### config.mk
export PLATFORM = sky130hd
export DESIGN_NAME = cfg_window_decoder
export DESIGN_NICKNAME = d
export VERILOG_FILES = /design/src/rtl/cfg_window_decoder.sv
export SDC_FILE = /design/constraint.sdc
export NUM_CORES = 1
export LEC_CHECK = 0
export ABC_AREA = 1
export BUFFER_PORTS_ARGS = -buffer_cell sky130_fd_sc_hd__buf_2
export CAP_MARGIN = 10
export CORE_ASPECT_RATIO = 2
export CORE_MARGIN = 2
export CORE_UTILIZATION = 48
export CTS_BUF_LIST = sky130_fd_sc_hd__clkbuf_4 sky130_fd_sc_hd__clkbuf_8 sky130_fd_sc_hd__clkbuf_16
export DETAILED_ROUTE_END_ITERATION = 12
export GPL_TIMING_DRIVEN = 0
export MAX_ROUTING_LAYER = met4
export PLACE_DENSITY = 0.81
export SLEW_MARGIN = 40
export SYNTH_ARGS = -nofsm -noshare
export SYNTH_HDL_FRONTEND = slang
export SYNTH_SLANG_ARGS = --single-unit
### constraint.sdc
create_clock -name clk -period 1.68 [get_ports clk]
set_clock_uncertainty 0.15 [all_clocks]
set_input_delay 0.42 -clock clk [delete_from_list [all_inputs] [get_ports clk]]
set_output_delay 0.42 -clock clk [all_outputs]
set_load 0.1 [all_outputs]
### src/rtl/cfg_window_decoder.sv
module cfg_window_decoder #(
  parameter int OFS_W  = 23,
  parameter int WIN_W  = 22,
  parameter int LOW_W  = 11,
  parameter int DEV_W  = $clog2(WIN_W - LOW_W + 1),
  parameter int ADDR_W = LOW_W + DEV_W
) (
  input  logic              clk,
  input  logic              rst_n,
  input  logic              cpu_req_valid,
  output logic              cpu_req_ready,
  input  logic              cpu_we,
  input  logic [OFS_W-1:0]  cpu_ofs,
  input  logic [1:0]        cpu_size,
  input  logic [31:0]       cpu_wdata,
  output logic              cpu_rsp_valid,
  output logic [31:0]       cpu_rdata,
  output logic              cfg_req,
  output logic              cfg_we,
  output logic [ADDR_W-1:0] cfg_addr,
  output logic [3:0]        cfg_be,
  output logic [31:0]       cfg_wdata,
  input  logic              cfg_ack,
  input  logic [31:0]       cfg_rdata
);
  localparam int NSEL = WIN_W - LOW_W;

  typedef enum logic [1:0] {S_IDLE, S_REQ, S_RSP} state_t;
  state_t state;

  logic [DEV_W-1:0] dev;
  logic [3:0]       mask;
  logic [6:0]       be_wide;
  logic [1:0]       lane;
  logic             in_win;
  logic             accept;
  logic [1:0]       lane_q;
  logic [1:0]       size_q;
  logic [31:0]      rd_sh;

  assign lane    = cpu_ofs[1:0];
  assign in_win  = (cpu_ofs >> WIN_W) == '0;
  assign accept  = cpu_req_valid && cpu_req_ready;
  assign be_wide = {3'b000, mask} << lane;
  assign rd_sh   = cfg_rdata >> (8 * lane_q);

  always_comb begin
    dev = DEV_W'(NSEL);
    for (int i = NSEL - 1; i >= 0; i--)
      if (cpu_ofs[LOW_W + i]) dev = DEV_W'(i);
  end

  always_comb begin
    case (cpu_size)
      2'd0:    mask = 4'b0001;
      2'd1:    mask = 4'b0011;
      default: mask = 4'b1111;
    endcase
  end

  assign cpu_req_ready = (state == S_IDLE);
  assign cpu_rsp_valid = (state == S_RSP);
  assign cfg_req       = (state == S_REQ);

  always_ff @(posedge clk) begin
    if (!rst_n) begin
      state     <= S_IDLE;
      cfg_we    <= 1'b0;
      cfg_addr  <= '0;
      cfg_be    <= '0;
      cfg_wdata <= '0;
      cpu_rdata <= '0;
      lane_q    <= '0;
      size_q    <= '0;
    end else begin
      case (state)
        S_IDLE: if (accept) begin
          cfg_we    <= cpu_we;
          cfg_addr  <= {dev, cpu_ofs[LOW_W-1:0]};
          cfg_be    <= be_wide[3:0];
          cfg_wdata <= cpu_wdata << (8 * lane);
          lane_q    <= lane;
          size_q    <= cpu_size;
          cpu_rdata <= (in_win || cpu_we) ? 32'h0 : 32'hFFFF_FFFF;
          state     <= in_win ? S_REQ : S_RSP;
        end
        S_REQ: if (cfg_ack) begin
          if (cfg_we)             cpu_rdata <= 32'h0;
          else if (size_q == 2'd0) cpu_rdata <= {24'h0, rd_sh[7:0]};
          else if (size_q == 2'd1) cpu_rdata <= {16'h0, rd_sh[15:0]};
          else                     cpu_rdata <= rd_sh;
          state <= S_RSP;
        end
        default: state <= S_IDLE;
      endcase
    end
  end
endmodule


### Yosys cells after proc, flatten, opt, wreduce, memory -nomap -nowiden

Cells that the tools add are included.
Widths: inputs -> output; s select.

* reduce and logical (&&, ||, !) cells: 10
* shift operators: 3
* multiplexer cells: 23
* equal/unequal tests: 6

Operator list (count)
* $mux 32: 6
* $pmux 32 s2: 1
* $mux 4: 9
* $shl 32x5->32: 1
* $shr 32x5->32: 1
* $logic_not 23->1: 1
* $mux 2: 4
* $pmux 4 s2: 1
* $eq 2x1->1 const B: 3
* $logic_not 2->1: 3
* $ne 2x1->1 const B: 2
* $pmux 2 s2: 1
* $reduce_and 2->1: 2
* $shl 4x2->4: 1
* $reduce_and 3->1: 1
* $eq 2x2->1 const B: 1
* $reduce_bool 2->1: 1
* $logic_and 1x1->1: 1
* $logic_or 1x1->1: 1
* $mux 1: 1

* input port bits: 94
* flip-flop bits (word level): 90
* word-level logic and storage cells: 50
* output and inout port bits: 87

### Logic depth before layout (Yosys ltp)

Gate-level depths: netlist of the first run.

* depth after elaboration: 11
* gate-level depth with buffers: 12
* gate-level depth less buffers: 12

### Least setup slack after synthesis of the first run

Ideal clock, no wire load.

* path kind: register to output
* start point: reg state[1]
* end point: out cpu_rsp_valid
* slack: -0.568 ns
* path buffers: 0
* required time: 1.110 ns
* arrival: 1.678 ns
* cell stages (with the launch flop): 3
* path through: dfxtp_1 > inv_1 > nor2_1

* cells in the longest elaborated chain, start to end: 1

RTL lines
* start: declaration: line 29 `state_t state;`
* start signal: assignment: line 85 `state <= in_win ? S_REQ : S_RSP;`
* $eq 2x2->1: line 62 `assign cpu_rsp_valid = (state == S_RSP);`
* end: declaration: line 16 `output logic cpu_rsp_valid,`

No other way between the ends.

==> results.cfg, run 1 <==
[detailed_routing]
antenna_left = 0
wl_per_cell_um = 17.55
first_pass_iters = 5
dr_total_vias = 4789
viasPerCell = 5.498
drc = 0
drtIter0Drc = 341
routed_wl_um = 15280

[power_and_ir_drop]
irDropWorstVdd_uv = 743.4
intPower_mw = 3.941
p_comb_share_pct = 34.7
switchingPower_mw = 2.747
seqPwrFrac_pct = 35.0
swShare_pct = 41.07
powerDensity_mw_per_mm2 = 1155
clkPwrFrac_pct = 30.4
leakage_nw = 2.694

[clock_tree]
cts_root_buf = clkbuf_16
insertion_delay_ps = 340
cts_buffers = 9
clock-sinks = 88
ctsHoldBuffers = 0
path_clk_slew_ps = 70
h-tree-depth = 3
cts.path.max_buffers = 2
cts_tree = yes
cts_setup_buffers = 0

[place]
io_buffers = 179
dp.cells = 855
dpl.hpwl_um = 12230
place_congestion = 1.036

[setup_path]
critical_path_class = reg2reg
cp.required_ps = 1740
crit_arrival_ps = 1730
critical-path-top-delay-family = compound AO/OA/AOI/OAI gates
crit_fanout = 10
crit_path_end_kind = register
crit_path_max_incr_delay_ps = 390
critPathBufInv = 3
cp_slowest_cell = o211ai_1
start_kind = register
path_cells = buf_4, inv_4, buf_6, o21ai_0, o211ai_1, a21oi_1

[global_routing]
grt_max_degree = 17
grt_usage_pct = 32.83
first_global_vias = 4744
grt_pass1_wl_um = 23400
overflow = 0
antenna_found_initial = 0

[worst_hold_path]
min_path_type = in2reg

[yosys]
ys_ff_latch = 88
yosys_warnings = 0
syn_nets = 670
avgSynthCellArea_um2 = 7.244
synth_area_leaders = dfxtp_1 42%, nand2_1 14%, o21ai_0 6.6%
syn_inst = 576
synth_cell_types = 32
synth_top_area_share_pct = 42.22
synth-edff-count = 0
yosysTopAreaCell = dfxtp_1
ys.flop_type = dfxtp_1
async_flop_share_pct = 0
syn_area_mm2 = 0.004173
yosysMostFrequentCell = nand2_1
synth_commonest_cells = 161 x nand2_1, 88 x dfxtp_1, 55 x o21ai_0, 46 x a21oi_1, 39 x nor2_1
ys_seq_area_share_pct = 42.22

[timing]
hold_viol_final = 0
hold_slack_ps = 179.8
layout_min_cycle_time_ps = 1669
slew_headroom_pct = 66.57
setup_viol = 0
max_freq_mhz = 599.1
rsz0062_at_grt = yes
fin_crit_sh_pct = 99.35
drv_slew = 0
worst_pin_slew_ps = 501.4
setup_tns_ps = 0

[die]
io_pins = 181
die_h_um = 135.9
die_w_um = 69.93
row_count = 48
initial_core_util_pct = 48.93
die_area_mm2 = 0.009500
coreArea_mm2 = 0.008528

[final_layout]
final_cells = 871
fillers = 769
syn_to_final_growth_pct = 38.77
n_antenna_cell = 0
drive_above_1_share_pct = 33.33
fin_nets = 860

[status]
run_status = finished, final reports clean

[run]
drv_cap = 0
per-stage QoR:
stage	instance area [um2]	setup WS (ps)	total power [mW]	utilization (%)
2_1_floorplan	4207	-139.9	4.075	-
3_3_place_gp	5228	-79.62	4.554	61.30
3_5_place_dp	5228	-129.1	4.578	61.30
4_1_cts	5680	-6.802	6.661	66.61
5_1_grt	5791	-30.87	6.919	67.90
6_report	5791	10.96	6.688	67.90
worst reg2reg max path: cells and delay by family, from the launching register on:
kind	cells	cell delay [ps]
DFF	1	330
buffers and inverters	3	420
AOI/OAI and AO/OA	3	650
layout make-up:
type	instances	area (um2)	area share [%]
Clock buffer	9	225.2	3.889
Tap cell	100	125.1	2.161
Clock inverter	7	77.57	1.340
Buffer	39	259.0	4.473
Timing Repair Buffer	179	1134	19.58
Inverter	42	165.2	2.852
Multi-Input combinational cell	407	2034	35.13
Sequential cell	88	1770	30.57
power groups by stage:
stage / Clock [mW] / Combinational (mW) / Sequential, mW
after global placement: 0 / 2.19 / 2.37
after CTS: 2.06 / 2.27 / 2.33
after global routing: 2.14 / 2.43 / 2.35
final: 2.03 / 2.32 / 2.34
after detailed placement: 0 / 2.21 / 2.37
after floorplan: 0 / 0.612 / 3.46
state kept, by name, indices dropped and copies added, names as in the netlist:
name,count
cpu_rdata,32
cfg_be,4
cfg_addr,15
size_q,2
cfg_we,1
state,2
cfg_wdata,32
cell families after synthesis:
group / count (synthesis) / share of synthesized area (%)
compound gates: 170 / 24.17
simple gates: 235 / 23.81
flops: 88 / 42.22
mux: 2 / 0.4798
buf+inv: 81 / 9.325
placed cells by master (no fill, tap or decap), types with 31 or more instances in the layout:
cell and n:
inv_1 33, clkbuf_4 40, a21oi_1 46, nor2_1 38
o21ai_0 53, buf_2 107, buf_4 43, o211ai_1 31
dfxtp_1 83, nand2_1 160
worst paths after layout:
check                                  from                   endpoint  slack [ps]  depth (start not counted)
setup / recovery   cfg_addr[0]$_SDFFE_PN0P_  cpu_rdata[7]$_SDFFE_PN0P_          10                          6
hold / removal                   cpu_ofs[8]   cfg_addr[8]$_SDFFE_PN0P_         180                          3
setup reg to reg   cfg_addr[0]$_SDFFE_PN0P_  cpu_rdata[7]$_SDFFE_PN0P_          10                          6
hold reg to reg   cfg_addr[14]$_SDFFE_PN0P_  cfg_addr[14]$_SDFFE_PN0P_         320                          2
layer usage:
layer	wire (um)	GRT usage, %
met3	866	4.225
met1	4894	29.58
met4	1009	22.54
met5	0	-
met2	8512	62.01
timing repair:
| item | in CTS | in global routing |
|---|---|---|
| cloned | 0 | 0 |
| pin swaps | 3 | 1 |
| endpoints found under the setup margin | 47 | 47 |
| resized for setup | 58 | 48 |
No activity file was read; power rests on OpenSTA's default activity.
==> run 2: changes to the inputs <==
ABC_AREA = unset   (was 1)
PLACE_DENSITY = 0.8   (was 0.81)
SETUP_SLACK_MARGIN = 0.1   (was unset)
==> run 2 against run 1 <==
The flow now finishes with violations (setup timing). Routed wire length increased by 20%. Critical path depth increased by 2. Synthesized area increased by 2.7%. Sequential power about the same. Combinational power increased by 16%. Total power increased by 6.3%. First-iteration DRC count decreased by 1.8%. Critical path type unchanged. Highest routed layer unchanged.
==> results.cfg, run 2 <==
[timing]
worst_pin_slew_ps = 751.7
fin_ws_ps = -226.2
layout_min_cycle_time_ps = 1906
fin_crit_sh_pct = 113.5
slew_headroom_pct = 49.50
setup_tns_ps = -10860
rsz0062_at_grt = yes
setup_viol = 81
hold_viol_final = 0
max_freq_mhz = 524.6
drv_slew = 0

[yosys]
synth_top_area_share_pct = 41.10
synth_area_leaders = dfxtp_1 41%, mux2i_1 7.5%, nand2_1 6.4%
syn_nets = 583
syn_inst = 489
synth_cell_types = 35
ys.flop_type = dfxtp_1
yosys_warnings = 0
async_flop_share_pct = 0
yosysTopAreaCell = dfxtp_1
synth-edff-count = 0
ys_ff_latch = 88
syn_area_mm2 = 0.004287
synth_commonest_cells = 88 x dfxtp_1, 73 x nand2_1, 38 x a21oi_1, 34 x nor2b_1
ys_seq_area_share_pct = 41.10
yosysMostFrequentCell = dfxtp_1
avgSynthCellArea_um2 = 8.766

[final_layout]
final_cells = 803
n_antenna_cell = 0
mostFrequentLayoutCells = 96 x buf_2, 83 x dfxtp_1, 66 x buf_4
layout_commonest_cell = buf_2
fin_nets = 792
syn_to_final_growth_pct = 64.39
drive_above_1_share_pct = 52.20
fillers = 508
largestRegisters = cfg_wdata: 32 flops, cpu_rdata: 32 flops, cfg_addr: 15 flops
finish.instance_area_mm2 = 0.007047

[global_routing]
grt_max_degree = 15
first_global_vias = 5080
antenna_found_initial = 0
grt_pass1_wl_um = 26750
overflow = 0
grt_usage_pct = 37.42

[place]
io_buffers = 180
dpl_worst_slack_ps = -555.4
dp.cells = 769
place_congestion = 1.048
dpl.hpwl_um = 12310
placedInstanceArea_mm2 = 0.005733

[clock_tree]
cts_root_buf = clkbuf_16
cts_buffers = 9
h-tree-depth = 3
cts.path.max_buffers = 2
cts_tree = yes
path_clk_slew_ps = 70
insertion_delay_ps = 340
clock-sinks = 88

[status]
run_status = finished, violations left
violations = setup timing

[detailed_routing]
antenna_left = 0
dr_total_vias = 4904
drtIter0Drc = 335
viasPerCell = 6.107
routed_wl_um = 18400
wl_per_cell_um = 22.91
drc = 0
first_pass_iters = 7

[power_and_ir_drop]
leakage_nw = 2.934
power_mw = 7.110
powerDensity_mw_per_mm2 = 1009
irDropWorstVdd_uv = 888.9

[run]
drv_cap = 0

[die]
die_h_um = 137.6
row_count = 48
die_w_um = 70.82
io_pins = 181
die_area_mm2 = 0.009748
coreArea_mm2 = 0.008648
initial_core_util_pct = 49.57

[setup_path]
crit_fanout = 6
timing.reg2reg.setup_slack_ps = -230
crit_arrival_ps = 2020
start_kind = register
cp.required_ps = 1800
crit_path_end_kind = register
critical_path_class = reg2reg

[worst_hold_path]
min_path_type = in2reg
-- run 2: cell types whose count changed in the layout (fill, tap and decap cells not counted), moves of 28 or more --
cell,delta
a21boi_1,+31
o211ai_1,-30
o21ai_0,-29
nor2_1,-32
nor2b_1,+32
inv_1,-30
buf_6,+28
nand2_1,-98
clkbuf_4,-36
mux2i_1,+30
a21oi_1,-38
-- run 2: timing repair --
action                                  in CTS  in global routing
resized for setup                          176                 71
cloned                                       4                  0
hold buffers                                 0                  0
pin swaps                                   25                  8
setup buffers                               11                  3
endpoints found under the setup margin     175                112
-- run 2: final timing paths --
kind                       startpoint                         end  depth (start not counted)
max             state[1]$_SDFFE_PN0P_  cfg_wdata[12]$_SDFFE_PN0P_                          8
min                        cpu_ofs[6]    cfg_addr[6]$_SDFFE_PN0P_                          3
max reg2reg     state[1]$_SDFFE_PN0P_  cfg_wdata[12]$_SDFFE_PN0P_                          8
min reg2reg  cfg_addr[3]$_SDFFE_PN0P_    cfg_addr[3]$_SDFFE_PN0P_                          2
-- run 2: power by group --
part / switching [mW] / internal, mW
clock: 0.814 / 1.27
combinational: 1.87 / 0.814
sequential: 0.109 / 2.24
-- run 2: cells by family (layout without fill, tap and decap cells) --
kind of cell / count (synthesis) / in the layout / share of synthesized area, %
compound gates: 146 / 146 / 23.44
mux: 40 / 40 / 11.68
simple gates: 167 / 167 / 18.71
buf+inv: 48 / 262 / 5.079
flops: 88 / 88 / 41.10
-- run 2: layer usage --
layer | vias to the layer above | wire length, um | global-route usage, %
met2 | 288 | 10310 | 67.13
met1 | 2358 | 5900 | 35.27
met3 | 93 | 1016 | 5.779
met5 | - | 0 | -
met4 | 0 | 1175 | 27.67
li1 | 2165 | - | -
-- run 2: cell type report --
cell class / instances / area [um2] / area share (%)
Timing Repair Buffer: 198 / 1539 / 21.84
Inverter: 3 / 11.26 / 0.1598
Sequential cell: 88 / 1778 / 25.23
Clock buffer: 13 / 267.8 / 3.800
Buffer: 45 / 424.2 / 6.019
Clock inverter: 3 / 42.54 / 0.6037
Multi-Input combinational cell: 353 / 2859 / 40.57
Tap cell: 100 / 125.1 / 1.776
-- run 2: critical path: stages (launching register included) --
cell	delay (ps)
dfxtp_2	330
buf_6	130
or3b_1	400
buf_8	170
buf_4	140
clkbuf_16	160
nor3_2	180
a21oi_2	50
nor2b_1	110
-- run 2: stage by stage --
stage	hold slack (ps)	utilization, %
after detailed placement	292.3	66.29
after global routing	170.8	81.48
after global placement	284.7	66.29
final	175.0	81.48
after floorplan	293.4	-
after CTS	159.4	78.40
==> run 3: changes to the inputs <==
SETUP_SLACK_MARGIN = 0.2   (was 0.1)
==> run 3 against run 2 <==
Synthesized cell count did not move. The flow now stops in global routing (5_1_grt). Synthesized area unchanged.
==> results.cfg, run 3 <==
[yosys]
synth_area_leaders = dfxtp_1 41%, mux2i_1 7.5%, nand2_1 6.4%
syn_area_mm2 = 0.004287
avgSynthCellArea_um2 = 8.766
synth_top_area_share_pct = 41.10
syn_inst = 489
synth_commonest_cells = 88 x dfxtp_1, 73 x nand2_1, 38 x a21oi_1, 34 x nor2b_1
synth-edff-count = 0
syn_nets = 583
synth_cell_types = 35
ys_seq_area_share_pct = 41.10
yosys_warnings = 0
async_flop_share_pct = 0
yosysMostFrequentCell = dfxtp_1
ys_ff_latch = 88
yosysTopAreaCell = dfxtp_1
ys.flop_type = dfxtp_1

[die]
row_count = 48
io_pins = 181
initial_core_util_pct = 49.57
die_w_um = 70.82
die_h_um = 137.6

[status]
error_line = [ERROR DPL-0038] Utilization greater than 100%, impossible to legalize
lastStage = global routing (5_1_grt)
run_status = aborted with a tool error

[clock_tree]
clock-sinks = 88
cts_root_buf = clkbuf_16
ctsHoldBuffers = 0
cts.path.max_buffers = 2
cts_buffers = 9
h-tree-depth = 3

[place]
dpl.hpwl_um = 12040
place_congestion = 0.9909
placedInstanceArea_mm2 = 0.005779
io_buffers = 180

[timing]
postGrtWorstEndpoint = cpu_rdata[23]$_SDFFE_PN0P_/D
worst-ep-kind = sequential cell input

[global_routing]
grt_max_degree = 15
## run 3: cell counts after synthesis
No cell type changed its count.
## run 3: kinds of logic after synthesis
group,after synthesis,share of synthesized area [%]
DFF,88,41.10
AOI/OAI and AO/OA,146,23.44
muxes,40,11.68
buffers and inverters,48,5.079
and+or+nand+nor,167,18.71
## run 3: what timing repair did
item | 4_1_cts
gates resized for setup | 340
pin swaps | 40
gates cloned | 6
endpoints found under the hold margin | 0
endpoints found under the setup margin | 175
buffers inserted | 13
## run 3: metrics by stage
stage	TNS (ps)	util (%)	setup slack, ps	hold slack (ps)	instances
3_3_place_gp	-24930	66.83	-543.5	282.8	769
3_5_place_dp	-27260	66.83	-561.9	288.6	769
4_1_cts	-10720	87.36	-208.6	156.7	804
2_1_floorplan	-2871	-	-105.4	292.1	489
==> run 4: changes to the inputs <==
CORE_ASPECT_RATIO = unset   (was 2)
CORE_UTILIZATION = 35   (was 48)
CTS_BUF_LIST = unset   (was sky130_fd_sc_hd__clkbuf_4 sky130_fd_sc_hd__clkbuf_8 sky130_fd_sc_hd__clkbuf_16)
MAX_ROUTING_LAYER = unset   (was met4)
PLACE_DENSITY = unset   (was 0.8)
PLACE_DENSITY_LB_ADDON = 0.15   (was unset)
SETUP_SLACK_MARGIN = unset   (was 0.2)
==> run 4 against run 3 <==
The flow now finishes, with violations (setup timing).
==> results.cfg, run 4 (synthesis results as in run 2) <==
[detailed_routing]
viasPerCell = 5.488
drc = 0
antenna_left = 0
routed_wl_um = 16050
first_pass_iters = 4
dr_total_vias = 4665
drtIter0Drc = 305
wl_per_cell_um = 18.89

[power_and_ir_drop]
irDropWorstVdd_uv = 522.7
powerDensity_mw_per_mm2 = 1011
intPower_mw = 4.318
p_comb_share_pct = 36.6
clkPwrFrac_pct = 30.4
seqPwrFrac_pct = 33.0
leakage_nw = 2.950
switchingPower_mw = 2.766
swShare_pct = 39.05
power_mw = 7.084

[clock_tree]
cts_tree = yes
clock-sinks = 88
path_clk_slew_ps = 60
insertion_delay_ps = 340
cts_buffers = 9
cts.path.max_buffers = 2
h-tree-depth = 3
cts_root_buf = clkbuf_16

[timing]
hold_viol_final = 0
rsz0062_at_grt = yes
max_freq_mhz = 541.0
worst_pin_slew_ps = 713.7
fin_ws_ps = -168.5
slew_headroom_pct = 52.42
fin_crit_sh_pct = 110.0
layout_min_cycle_time_ps = 1849
drv_slew = 0
setup_viol = 74

[final_layout]
layout_commonest_cell = buf_2
drive_above_1_share_pct = 54.62
n_antenna_cell = 0
fillers = 1056
seqCellArea_mm2 = 0.001778
fin_nets = 792
largestRegisters = cfg_wdata: 32 flops, cpu_rdata: 32 flops, cfg_addr: 15 flops
mostFrequentLayoutCells = 97 x buf_2, 83 x dfxtp_1, 53 x buf_4
syn_to_final_growth_pct = 63.43
multi_input_area_mm2 = 0.002898

[die]
coreArea_mm2 = 0.01196
io_pins = 181
die_w_um = 114.7
die_h_um = 114.7
row_count = 40
initial_core_util_pct = 35.84
die_area_mm2 = 0.01315

[global_routing]
overflow = 0
grt_max_degree = 15
grt_pass1_wl_um = 23030
first_global_vias = 4378
grt_usage_pct = 22.78
antenna_found_initial = 0

[run]
drv_cap = 0

[setup_path]
cp_slowest_cell = or3b_4
path_cells = buf_6, or3b_4, or3b_4, nor2_1, o221a_2
crit_arrival_ps = 1980
crit_fanout = 8
critical-path-top-delay-family = simple AND/OR/NAND/NOR gates
start_kind = register
critical_path_class = reg2reg
critPathBufInv = 1
cp.required_ps = 1820
crit_path_max_incr_delay_ps = 460
crit_path_end_kind = register
crit_top_cell = or3b_4

[place]
io_buffers = 180
dpl.hpwl_um = 11340
place_congestion = 0.9110
dpl_worst_slack_ps = -633.9

[worst_hold_path]
min_path_type = in2reg

[status]
run_status = finished, violations left
violations = setup timing
## run 4: repair_timing
action                                 4_1_cts  5_1_grt
cloned                                       4        4
resized for setup                          148      160
hold buffers                                 0        0
setup endpoints to repair                  128      126
pin swaps                                   34       70
setup buffers                                9        3
endpoints found under the hold margin        0        0
## run 4: per-layer routing
metal	wire length (um)	global-route usage, %	vias up
met5	0	0	-
met4	530	10.00	0
met3	1016	4.976	38
met2	7927	37.71	192
met1	6579	28.45	2259
li1	-	-	2176
## run 4: final cells by class
class	instances	share of cell area [%]
buffer	43	5.090
clock buffer	11	3.322
clock inverter	5	1.143
inverter	3	0.1607
multi-input combinational	353	41.36
sequential	88	25.38
tap	147	2.625
timing repair buffer	200	20.91
## run 4: power groups by stage
stage | clock (mW) | sequential (mW) | combinational, mW
final | 2.16 | 2.34 | 2.59
after global routing | 2.27 | 2.35 | 2.69
after CTS | 2.18 | 2.33 | 2.36
after detailed placement | 0 | 2.36 | 2.13
after global placement | 0 | 2.36 | 2.11
after floorplan | 0 | 3.39 | 0.603
## run 4: stage by stage
step	instances	setup TNS (ps)	instance area, um2	hold WS, ps	util [%]
2_1_floorplan	489	-1548	4378	293.4	-
3_3_place_gp	816	-29800	5463	289.0	45.67
3_5_place_dp	816	-31490	5463	293.6	45.67
4_1_cts	843	-3209	6369	160.5	53.24
5_1_grt	850	-9515	7005	176.5	58.57
6_report	850	-6467	7005	165.6	58.57
## run 4: path summary, 6_finish.rpt
| kind | cells past startpoint | endpoint | start | slack (ps) |
|---|---|---|---|---|
| max | 5 | cpu_rdata[19]$_SDFFE_PN0P_ | state[1]$_SDFFE_PN0P_ | -170 |
| max reg2reg | 5 | cpu_rdata[19]$_SDFFE_PN0P_ | state[1]$_SDFFE_PN0P_ | -170 |
| min reg2reg | 2 | cfg_wdata[5]$_SDFFE_PN0P_ | cfg_wdata[5]$_SDFFE_PN0P_ | 310 |
| min | 3 | cfg_addr[5]$_SDFFE_PN0P_ | cpu_ofs[5] | 170 |
## run 4: worst register-to-register path, stage by stage (launching register included)
cell,delay [ps]
dfxtp_2,320
buf_6,130
or3b_4,420
or3b_4,460
nor2_1,140
o221a_2,180
